`src/rtl/simd_pkg.sv`:
```
package simd_pkg;

  localparam int SEL_W = 6;

  typedef enum logic [1:0] {
    FL_WRAP = 2'd0,
    FL_SAT  = 2'd1,
    FL_HALF = 2'd2
  } flav_e;

  typedef enum logic [2:0] {
    OP_ADD16 = 3'd0,
    OP_ASX   = 3'd1,
    OP_SAX   = 3'd2,
    OP_SUB16 = 3'd3,
    OP_ADD8  = 3'd4,
    OP_SUB8  = 3'd5,
    OP_SAD   = 3'd6,
    OP_SADA  = 3'd7
  } op_e;

  typedef struct packed {
    logic  byteMode;
    logic  hiSub;
    logic  loSub;
    logic  crossB;
    logic  unsignedOp;
    flav_e flav;
    logic  sadSel;
    logic  accAdd;
    logic  geWe;
  } strobe_t;

endpackage

```
`src/rtl/simd_ctrl.sv`:
```
module simd_ctrl
  import simd_pkg::*;
(
  input  logic [SEL_W-1:0] opSel,
  output strobe_t          strobes
);

  op_e   op;
  flav_e flav;

  always_comb begin
    op = op_e'(opSel[5:3]);
    unique case (opSel[1:0])
      2'b00:   flav = FL_WRAP;
      2'b01:   flav = FL_SAT;
      default: flav = FL_HALF;
    endcase
  end

  always_comb begin
    strobes            = '0;
    strobes.unsignedOp = opSel[2];
    strobes.flav       = flav;
    unique case (op)
      OP_ADD16: ;
      OP_ASX: begin
        strobes.crossB = 1'b1;
        strobes.loSub  = 1'b1;
      end
      OP_SAX: begin
        strobes.crossB = 1'b1;
        strobes.hiSub  = 1'b1;
      end
      OP_SUB16: begin
        strobes.hiSub = 1'b1;
        strobes.loSub = 1'b1;
      end
      OP_ADD8: strobes.byteMode = 1'b1;
      OP_SUB8: begin
        strobes.byteMode = 1'b1;
        strobes.hiSub    = 1'b1;
        strobes.loSub    = 1'b1;
      end
      OP_SAD:  strobes.sadSel = 1'b1;
      OP_SADA: begin
        strobes.sadSel = 1'b1;
        strobes.accAdd = 1'b1;
      end
      default: ;
    endcase
    strobes.geWe = !strobes.sadSel && (flav == FL_WRAP);
  end

endmodule

```
`src/rtl/simd_lane.sv`:
```
module simd_lane
  import simd_pkg::*;
#(
  parameter int W = 8
) (
  input  logic [W-1:0] a,
  input  logic [W-1:0] b,
  input  logic         sub,
  input  logic         uns,
  input  flav_e        flav,
  output logic [W-1:0] res,
  output logic         ge
);

  localparam int EW = W + 2;
  localparam logic [W-1:0] UMAX = {W{1'b1}};
  localparam logic [W-1:0] SMAX = {1'b0, {(W-1){1'b1}}};
  localparam logic [W-1:0] SMIN = {1'b1, {(W-1){1'b0}}};

  logic [EW-1:0] extA, extB, exact;
  logic          neg, ovf;
  logic [W-1:0]  satVal;

  always_comb begin
    extA  = uns ? {2'b00, a} : {{2{a[W-1]}}, a};
    extB  = uns ? {2'b00, b} : {{2{b[W-1]}}, b};
    exact = sub ? (extA - extB) : (extA + extB);
    neg   = exact[EW-1];
    ge    = (uns && !sub) ? exact[W] : !neg;
    ovf   = exact[W] != exact[W-1];
    if (uns) begin
      if (neg)           satVal = '0;
      else if (exact[W]) satVal = UMAX;
      else               satVal = exact[W-1:0];
    end else begin
      if (ovf)           satVal = neg ? SMIN : SMAX;
      else               satVal = exact[W-1:0];
    end
    unique case (flav)
      FL_SAT:  res = satVal;
      FL_HALF: res = exact[W:1];
      default: res = exact[W-1:0];
    endcase
  end

endmodule

```
`src/rtl/simd_sad.sv`:
```
module simd_sad #(
  parameter int DATA_W = 32
) (
  input  logic [DATA_W-1:0] opA,
  input  logic [DATA_W-1:0] opB,
  input  logic [DATA_W-1:0] accIn,
  input  logic              accAdd,
  output logic [DATA_W-1:0] sum
);

  localparam int BW = DATA_W / 4;

  logic [BW-1:0] absDiff [4];

  for (genvar i = 0; i < 4; i++) begin : g_diff
    logic [BW:0] d;
    assign d          = {1'b0, opA[i*BW +: BW]} - {1'b0, opB[i*BW +: BW]};
    assign absDiff[i] = d[BW] ? BW'(-d) : d[BW-1:0];
  end

  always_comb begin
    sum = accAdd ? accIn : '0;
    for (int i = 0; i < 4; i++) begin
      sum = sum + DATA_W'(absDiff[i]);
    end
  end

endmodule

```
`src/rtl/simd_dp.sv`:
```
module simd_dp
  import simd_pkg::*;
#(
  parameter int DATA_W = 32
) (
  input  logic [DATA_W-1:0] opA,
  input  logic [DATA_W-1:0] opB,
  input  logic [DATA_W-1:0] accIn,
  input  strobe_t           strobes,
  output logic [DATA_W-1:0] result,
  output logic [3:0]        geFlags
);

  localparam int HALF_W = DATA_W / 2;
  localparam int BYTE_W = DATA_W / 4;

  logic [DATA_W-1:0] halfWord, byteWord, sadWord;
  logic [1:0]        halfGe;
  logic [3:0]        byteGe;

  for (genvar h = 0; h < 2; h++) begin : g_half
    localparam int OTHER = 1 - h;
    logic [HALF_W-1:0] bSel;
    assign bSel = strobes.crossB ? opB[OTHER*HALF_W +: HALF_W] : opB[h*HALF_W +: HALF_W];
    simd_lane #(.W(HALF_W)) u_lane (
      .a    (opA[h*HALF_W +: HALF_W]),
      .b    (bSel),
      .sub  ((h == 1) ? strobes.hiSub : strobes.loSub),
      .uns  (strobes.unsignedOp),
      .flav (strobes.flav),
      .res  (halfWord[h*HALF_W +: HALF_W]),
      .ge   (halfGe[h])
    );
  end

  for (genvar g = 0; g < 4; g++) begin : g_byte
    simd_lane #(.W(BYTE_W)) u_lane (
      .a    (opA[g*BYTE_W +: BYTE_W]),
      .b    (opB[g*BYTE_W +: BYTE_W]),
      .sub  (strobes.hiSub),
      .uns  (strobes.unsignedOp),
      .flav (strobes.flav),
      .res  (byteWord[g*BYTE_W +: BYTE_W]),
      .ge   (byteGe[g])
    );
  end

  simd_sad #(.DATA_W(DATA_W)) u_sad (
    .opA    (opA),
    .opB    (opB),
    .accIn  (accIn),
    .accAdd (strobes.accAdd),
    .sum    (sadWord)
  );

  always_comb begin
    if (strobes.sadSel)        result = sadWord;
    else if (strobes.byteMode) result = byteWord;
    else                       result = halfWord;

    if (!strobes.geWe)         geFlags = '0;
    else if (strobes.byteMode) geFlags = byteGe;
    else                       geFlags = {halfGe[1], halfGe[1], halfGe[0], halfGe[0]};
  end

endmodule

```
`src/rtl/simd_addsub.sv`:
```
module simd_addsub
  import simd_pkg::*;
#(
  parameter int DATA_W = 32
) (
  input  logic [DATA_W-1:0] opA,
  input  logic [DATA_W-1:0] opB,
  input  logic [DATA_W-1:0] accIn,
  input  logic [SEL_W-1:0]  opSel,
  output logic [DATA_W-1:0] result,
  output logic [3:0]        geFlags,
  output logic              geWrite
);

  strobe_t strobes;

  simd_ctrl u_ctrl (
    .opSel   (opSel),
    .strobes (strobes)
  );

  simd_dp #(.DATA_W(DATA_W)) u_dp (
    .opA     (opA),
    .opB     (opB),
    .accIn   (accIn),
    .strobes (strobes),
    .result  (result),
    .geFlags (geFlags)
  );

  assign geWrite = strobes.geWe;

endmodule

```
`config.mk`:
```
export PLATFORM = sky130hd
export DESIGN_NAME = simd_addsub
export DESIGN_NICKNAME = d
export VERILOG_FILES = /design/src/rtl/simd_pkg.sv /design/src/rtl/simd_ctrl.sv /design/src/rtl/simd_lane.sv /design/src/rtl/simd_sad.sv /design/src/rtl/simd_dp.sv /design/src/rtl/simd_addsub.sv
export SDC_FILE = /design/constraint.sdc
export NUM_CORES = 1
export LEC_CHECK = 0
export ABC_CLOCK_PERIOD_IN_PS = 6200
export BUFFER_PORTS_ARGS = -buffer_cell sky130_fd_sc_hd__buf_2
export CAP_MARGIN = 10
export CORE_MARGIN = 2
export CORE_UTILIZATION = 55
export DETAILED_ROUTE_END_ITERATION = 10
export PLACE_DENSITY_LB_ADDON = 0.25
export SLEW_MARGIN = 20
export SYNTH_ARGS = -nofsm -noshare
export SYNTH_HDL_FRONTEND = slang
export SYNTH_SLANG_ARGS = --single-unit
```
`constraint.sdc`:
```
create_clock -name vclk -period 6.2
set_input_delay 0 -clock vclk [all_inputs]
set_output_delay 0 -clock vclk [all_outputs]
set_load 0.05 [all_outputs]
```
# ---- Yosys cells after proc, flatten, opt, wreduce, memory -nomap -nowiden
# Index checks and enable logic that the tools add are counted.
dict set report op_classes {
  add_sub_neg 24
  mul 0
  div_mod_pow 0
  magnitude_cmp 0
  n_eq_ne 16
  shift 0
  muxes 78
  bitwise 0
  reduce_logical 19
}
# operator n
set op_table {}
lappend op_table {{$mux 16} 12}
lappend op_table {{$mux 8} 24}
lappend op_table {{$add 32x8->32} 4}
lappend op_table {{$mux 10} 12}
lappend op_table {{$mux 18} 6}
lappend op_table {{$mux 32} 3}
lappend op_table {{$pmux 16 s2} 2}
lappend op_table {{$pmux 8 s2} 4}
lappend op_table {{$add 10x10->10} 4}
lappend op_table {{$sub 10x10->10} 4}
lappend op_table {{$add 18x18->18} 2}
lappend op_table {{$sub 18x18->18} 2}
lappend op_table {{$sub 8x8->9} 4}
lappend op_table {{$neg 8->8} 4}
lappend op_table {{$eq 3x3->1 const B} 4}
lappend op_table {{$mux 1} 12}
lappend op_table {{$logic_not 1->1} 9}
lappend op_table {{$mux 4} 2}
lappend op_table {{$eq 3x2->1 const B} 2}
lappend op_table {{$ne 1x1->1} 6}
lappend op_table {{$reduce_or 2->1} 3}
lappend op_table {{$reduce_or 3->1} 2}
lappend op_table {{$eq 2x1->1 const B} 2}
lappend op_table {{$logic_not 2->1} 2}
lappend op_table {{4 further kinds} 6}
dict set report word_totals {
  reg_bits 0
  latch_bits 0
  ramBits 0
  romBits 0
  inputBits 102
  out_inout_bits 37
  word_cells 137
  mem_count 0
}

# ---- Longest topological paths before layout
# Gate-level depths: netlist (run 1).
dict set report depth {
  depth_word 13
  mapped_depth 33
}

# ---- By module
# Synthesis (run 1) repeated with hierarchy kept, for this count alone.
dict set report hier_totals {
  cells_unflattened 1815
  area_unflattened_um2 12902.4
}
# module n_inst cells_per_inst area_each_um2 seq_area_each_um2
set by_module_without_submodules {}
lappend by_module_without_submodules {{simd_lane at u_dp.g_half[0].u_lane ...} 2 272 1864.3 0.0}
lappend by_module_without_submodules {simd_sad 1 498 3572.2 0.0}
lappend by_module_without_submodules {{simd_lane at u_dp.g_byte[2].u_lane ...} 2 150 1063.5 0.0}
lappend by_module_without_submodules {{simd_lane at u_dp.g_byte[1].u_lane} 1 154 1141.1 0.0}
lappend by_module_without_submodules {simd_dp 1 153 1134.8 0.0}
lappend by_module_without_submodules {{simd_lane at u_dp.g_byte[0].u_lane} 1 154 1113.6 0.0}
lappend by_module_without_submodules {simd_ctrl 1 12 85.1 0.0}

# ---- Worst setup path before layout (run 1)
# OpenSTA, ideal clock, no wires.
dict set report synth_timing {
  path_type {input -> output}
  from {input port opA[24]}
  to {output port result[25]}
  arrival_ps 6823
  t_required_ps 6200
  setup_slack_ps -623
  path_stages 29
  path_cell_list {inv_1 > ha_1 > inv_1 > fa_1 > a21o_1 > a21oi_1 > o21bai_1 > a21oi_1 > o21bai_1 > a21oi_1 > o21ai_0 > fa_1 > inv_1 > fa_1 > fa_1 > inv_1 > ha_1 > inv_1 > fa_1 > nor2b_1 > o31a_1 > o21ai_0 > o21ai_0 > nand2_1 > nor2_1 > nand2_1 > o311ai_0 > a221oi_1 > a221oi_1}
}
dict set report synth_between {
  elab_chain_len 9
  elab_cells_between_ends 28
  cone_classes {add/sub: 7; eq/ne: 2; mux: 19}
}
# element line_no
set synth_rtl {}
lappend synth_rtl {{start: declaration} simd_addsub.sv:6} ;# input logic [DATA_W-1:0] opA,
lappend synth_rtl {{parallel branches: the longest is 8 deep, another holds $add 32x8->32} --}
lappend synth_rtl {{$mux 32 *} simd_dp.sv:57} ;# if (strobes.sadSel) result = sadWord;
lappend synth_rtl {{end: declaration} simd_addsub.sv:10} ;# output logic [DATA_W-1:0] result,
# Every way passes the cells marked *.

# ---- Worst setup path after layout (run 1)
dict set report layout_timing {
  from {input port opA[24]}
  to {output port result[16]}
}
dict set report layout_between {
  elab_chain_len 9
  elab_cells_between_ends 17
  cone_classes {add/sub: 5; eq/ne: 1; mux: 11}
}
# element line_no
set layout_rtl {}
lappend layout_rtl {{parallel branches: the longest is 8 deep, another holds $add 32x8->32} --}
lappend layout_rtl {{$mux 32 *} simd_dp.sv:57}
# Marked as above.

==> reports/results.ini, run 1 <==
[placed_design]
hpwl_um=36800
place_congestion=1.04
numPortBuffers=139
dp_cells=2066

[run]
maxCapViolCount=0

[sta]
tightest_slew_ns=1.14
rsz0062_at_grt=yes
max_freq_mhz=164
finalCritPeriodShare_pct=98.1
max-slew-margin-rel_pct=24.0
min_period_ns=6.08
setup_viol=0
slew_violations=0
finalHoldViolCount=0

[die]
pin_count=139
die_h_um=145
dieWidth_um=145
num_rows=51
core_area_um2=19400
dieArea_um2=20900
initial_core_util_pct=56.0

[detailed_routing]
drtPass1Iterations=6
wl_met2_um=19300
dr.max_layer_used=met4
drt-total-wl_um=45200
vias=13500
drtIter0Drc=1474
wl_met3_um=5260
vias_per_cell=6.50
drtAntennaViolNets=0
met1_length_um=18500
drt-wirelength-per-cell_um=21.7
post-route-drc-count=0

[power_and_ir_drop]
peakVddDrop_mv=0.623
p_sw_share_pct=60.4
power.share.combinational_pct=100.0
p_seq_share_pct=0
p_clk_share_pct=0
switching_power_mw=3.33
p_leak_nw=5.92
p_per_area_nw_per_um2=424
internal_power_mw=2.19

[status]
outcome=completed

[final_layout]
nFillCells=1799
seq_cell_count=0
finalNonFillerCells=2077
regArea_um2=0
final_cell_mix=169 x nor2_1, 169 x a21oi_1, 128 x buf_4, 126 x buf_2, 120 x ha_1
nClkBuffers=0
area_growth_syn_to_layout_pct=19.9
drive_gt1_share_pct=19.9
num-nets-final=2078
antennaDiodeCount=0
final_util_pct=67.1

[logic_synthesis]
ys_seq_area_share_pct=0
yosys_warnings=0
postSynthCellCount=1612
synthTopCellsByArea=ha_1 15%, xnor2_1 9.8%, a21oi_1 8.2%
synth.largest_area_cell=ha_1
synth_cell_types=84
syn_nets=1876
syn_area_um2=10900
synth.top_cell.area_share_pct=14.9
syn_avg_cell_area_um2=6.74

[global_routing]
first_global_vias=12150
grt_max_degree=71
overflow=0
track_usage_pct=41.5
antenna_found_initial=1
grt_first_pass_wirelength_um=67000

[setup_path]
slowest_stage=fa_2
endpoint_kind=primary output
criticalPathCategory=in -> out
cp-start-kind=input pin
arrival_ns=6.08
crit_path_max_incr_delay_ns=0.60
crit_top_cell=inv_1
cp_data_required_time_ns=6.20
critPathMaxFanout=6

[clock_tree]
ctsHoldBuffers=0

[min_path]
hold_depth=6
hold_path.class=in -> out

-- cells by family (layout without fill, tap and decap cells) --
group	after synthesis	after routing	synth area share [%]
multiplexers	18	18	1.79
AO/OA/AOI/OAI	573	573	34.6
buffers and inverters	185	385	6.56
adder cells (fa/ha/maj)	162	162	20.9
AND/OR/NAND/NOR	487	487	20.9
XOR/XNOR	187	187	15.2
-- worst paths after layout --
check  slack [ns]          to      start
max          0.12  result[16]    opA[24]
min          0.54  result[31]  accIn[31]
-- routing by layer --
metal | global-route usage (%) | vias to the layer above
li1 | - | 6275
met1 | 57.8 | 6222
met2 | 64.2 | 862
met3 | 6.46 | 141
met4 | 16.5 | 0
met5 | 0 | -
-- power groups by stage --
stage | registers (mW) | clock network [mW] | logic [mW]
6_report | 0 | 0 | 5.52
5_1_grt | 0 | 0 | 5.92
4_1_cts | 0 | 0 | 4.98
3_5_place_dp | 0 | 0 | 4.88
3_3_place_gp | 0 | 0 | 4.80
2_1_floorplan | 0 | 0 | 3.31
-- metrics by stage --
step	cell area, µm²	hold slack (ns)	power [mW]	setup TNS [ns]	setup WS [ns]
global route	13000	0.560	5.92	-0.596	-0.0853
floorplan	10900	0.282	3.31	-0.165	-0.165
finish	13000	0.537	5.52	0	0.121
global placement	12600	0.525	4.80	-2.74	-0.395
detailed placement	12600	0.536	4.88	-5.55	-0.544
CTS	12600	0.540	4.98	0	0.0184
-- worst max-delay path: cells and delay by family --
family,cells,cell delay (ns)
XOR/XNOR,2,0.23
AO/OA/AOI/OAI,11,2.03
buffers and inverters,7,0.64
AND/OR/NAND/NOR,4,0.71
adder cells (fa/ha/maj),6,2.45
-- cell usage after synthesis (13+ instances only) --
| cell | count |
|---|---|
| xnor2_1 | 122 |
| o31ai_1 | 19 |
| nand2_1 | 112 |
| o211ai_1 | 22 |
| nor2b_1 | 26 |
| and2_1 | 13 |
| a31oi_1 | 22 |
| fa_1 | 33 |
| o21bai_1 | 14 |
| clkbuf_1 | 48 |
| nor2_1 | 173 |
| a21oi_1 | 177 |
| ha_1 | 129 |
| inv_1 | 119 |
| xor2_1 | 63 |
| and3_1 | 16 |
| nand3_1 | 40 |
| a221oi_1 | 25 |
| o21a_1 | 23 |
| nor3_1 | 35 |
| o21ai_0 | 110 |
| a211oi_1 | 13 |
| a21o_1 | 31 |
| nand2b_1 | 21 |
-- area by class of cell --
type,instances,area [µm²],share of cell area (%)
multi-input cells,1427,10500,80.8
repair buffers,264,1710,13.1
inverters,121,459,3.53
well taps,265,332,2.55
-- timing repair --
item,CTS,global route
pin swaps,5,53
hold endpoints to repair,0,0
buffers inserted,0,11
setup endpoints to repair,23,25
gates resized for setup,18,85
cloned,0,0
Note: power is estimated with default switching activity, not from simulation.
==> run 2: changes to the inputs <==
--- a/config.mk
+++ b/config.mk
@@ -5,7 +5,7 @@
 export SDC_FILE = /design/constraint.sdc
 export NUM_CORES = 1
 export LEC_CHECK = 0
-export ABC_CLOCK_PERIOD_IN_PS = 6200
+export ABC_CLOCK_PERIOD_IN_PS = 7800
 export BUFFER_PORTS_ARGS = -buffer_cell sky130_fd_sc_hd__buf_2
 export CAP_MARGIN = 10
 export CORE_MARGIN = 2
==> constraint.sdc (replaced) <==
create_clock -name vclk -period 7.8
set_input_delay 0 -clock vclk [all_inputs]
set_output_delay 0 -clock vclk [all_outputs]
set_load 0.05 [all_outputs]
==> run 2 against run 1 <==
Clock-buffer cell count stayed put. Non-clock buffer count down 104. Hold slack worse by 0.0071 ns. Critical path type unchanged.
==> reports/results.ini, run 2 (synthesis results as in run 1) <==
[sta]
final.setup.worst_slack_ns=0.590  ; was 0.121 ns
max-slew-margin-rel_pct=27.1  ; was 24.0%
setup_viol=0  ; unchanged
max_freq_mhz=139
rsz0062_at_grt=no  ; was yes
min_period_ns=7.21
slew_violations=0  ; unchanged
finalCritPeriodShare_pct=92.4
tightest_slew_ns=1.09  ; was 1.14 ns
tns_ns=0  ; unchanged
finalHoldViolCount=0  ; unchanged

[setup_path]
slowest_stage=a21oi_1  ; was fa_2
arrival_ns=7.21  ; was 6.08 ns
criticalPathCategory=in -> out  ; unchanged
cp-start-kind=input pin  ; unchanged
startpoint=opA[24]  ; unchanged
critPathMaxFanout=8  ; was 6
crit_path_max_incr_delay_ns=0.62  ; was 0.60 ns
cp_data_required_time_ns=7.80  ; was 6.20 ns
endpoint_kind=primary output  ; unchanged

[die]
dieArea_um2=20900  ; unchanged
pin_count=139  ; unchanged
initial_core_util_pct=56.0  ; unchanged
core_area_um2=19400  ; unchanged
die_h_um=145  ; unchanged
num_rows=51  ; unchanged
dieWidth_um=145  ; unchanged

[placed_design]
hpwl_um=36000  ; was 36800 µm
numPortBuffers=139  ; unchanged
placed_cell_area_um2=11800  ; was 12600 µm²
pre_cts_ws_ns=0.820  ; was -0.544 ns
place_congestion=1.01  ; was 1.04

[power_and_ir_drop]
internal_power_mw=1.28  ; was 2.19 mW
power.share.combinational_pct=100.0  ; about the same
p_per_area_nw_per_um2=306  ; was 424 nW/µm²
total_power_mw=3.60  ; was 5.52 mW
peakVddDrop_mv=0.293  ; was 0.623 mV
p_sw_share_pct=64.4  ; was 60.4%
p_seq_share_pct=0  ; about the same
p_leak_nw=5.31  ; was 5.92 nW
switching_power_mw=2.32  ; was 3.33 mW
p_clk_share_pct=0  ; about the same

[clock_tree]
cts_setup_buffers=0  ; unchanged
ctsHoldBuffers=0  ; unchanged
cts.repair.resized=0  ; was 18

[global_routing]
track_usage_pct=40.3  ; was 41.5%
grt_max_degree=65  ; was 71
overflow=0  ; unchanged
first_global_vias=11558  ; was 12150
grt_first_pass_wirelength_um=65000  ; was 67000 µm
antenna_found_initial=3  ; was 1

[final_layout]
num-nets-final=1974  ; was 2078
final_cell_mix=177 x a21oi_1, 171 x nor2_1, 139 x buf_2, 129 x ha_1, 122 x xnor2_1  ; was 169 x nor2_1, 169 x a21oi_1, 128 x buf_4, 126 x buf_2, 120 x ha_1
final_common_cell=a21oi_1
regArea_um2=0  ; unchanged
multiInputGateArea_um2=10200  ; was 10500 µm²
drive_gt1_share_pct=11.4  ; was 19.9%
area_growth_syn_to_layout_pct=8.63  ; was 19.9%
nFillCells=1982  ; was 1799
final_util_pct=60.8  ; was 67.1%
nClkBuffers=0  ; unchanged
fin_area_um2=11800  ; was 13000 µm²
seq_cell_count=0  ; unchanged

[detailed_routing]
drtIter0Drc=1638  ; was 1474
vias_per_cell=6.65  ; was 6.50
drt-total-wl_um=43400  ; was 45200 µm
vias=13121  ; was 13500
drtPass1Iterations=6  ; unchanged
post-route-drc-count=0  ; unchanged
drtAntennaViolNets=0  ; unchanged
drt-wirelength-per-cell_um=22.0  ; was 21.7 µm

[run]
maxCapViolCount=0  ; unchanged

[status]
outcome=completed  ; unchanged

[min_path]
min_from=accIn[23]  ; was accIn[31]
hold_path.class=in -> out  ; unchanged

[run 2: changes by cell type in the layout (fill, tap and decap cells not counted), sizes merged]
cell / change
diode: +1
buf: -102
clkbuf: -2
[run 2: per-stage QoR]
stage / hold WS (ns) / std cells
final: 0.530 / 1974
after global routing: 0.536 / 1973
after CTS: 0.523 / 1973
after detailed placement: 0.519 / 1973
after global placement: 0.516 / 1973
after floorplan: 0.379 / 1612
[run 2: power by group through the flow]
| stage | clock network, mW | logic, mW | registers, mW |
|---|---|---|---|
| 3_5_place_dp | 0 | 3.49 | 0 |
| 2_1_floorplan | 0 | 2.60 | 0 |
| 4_1_cts | 0 | 3.51 | 0 |
| 6_report | 0.0000000172 | 3.60 | 0 |
| 5_1_grt | 0 | 3.92 | 0 |
| 3_3_place_gp | 0 | 3.49 | 0 |
[run 2: worst max-delay path, delay by kind of cell]
kind	cells	cell delay, ns
buffers and inverters	6	0.57
XOR/XNOR	2	0.47
AND/OR/NAND/NOR	4	1.03
AO/OA/AOI/OAI	10	2.71
adder cells (fa/ha/maj)	6	2.42
[run 2: final cells by class]
class | count | share of cell area (%)
repair buffers | 160 | 7.23
multi-input cells | 1427 | 86.1
inverters | 121 | 3.85
well taps | 265 | 2.81
diodes | 1 | 0.0212
[run 2: routing by layer]
metal,wire [µm],track usage (%)
met5,13,0
met2,18700,63.6
met3,5330,7.28
met1,17700,55.7
met4,1690,12.8
[run 2: final timing paths]
check | endpoint | slack, ns | cells after the start
max | result[22] | 0.59 | 28
min | result[23] | 0.53 | 4
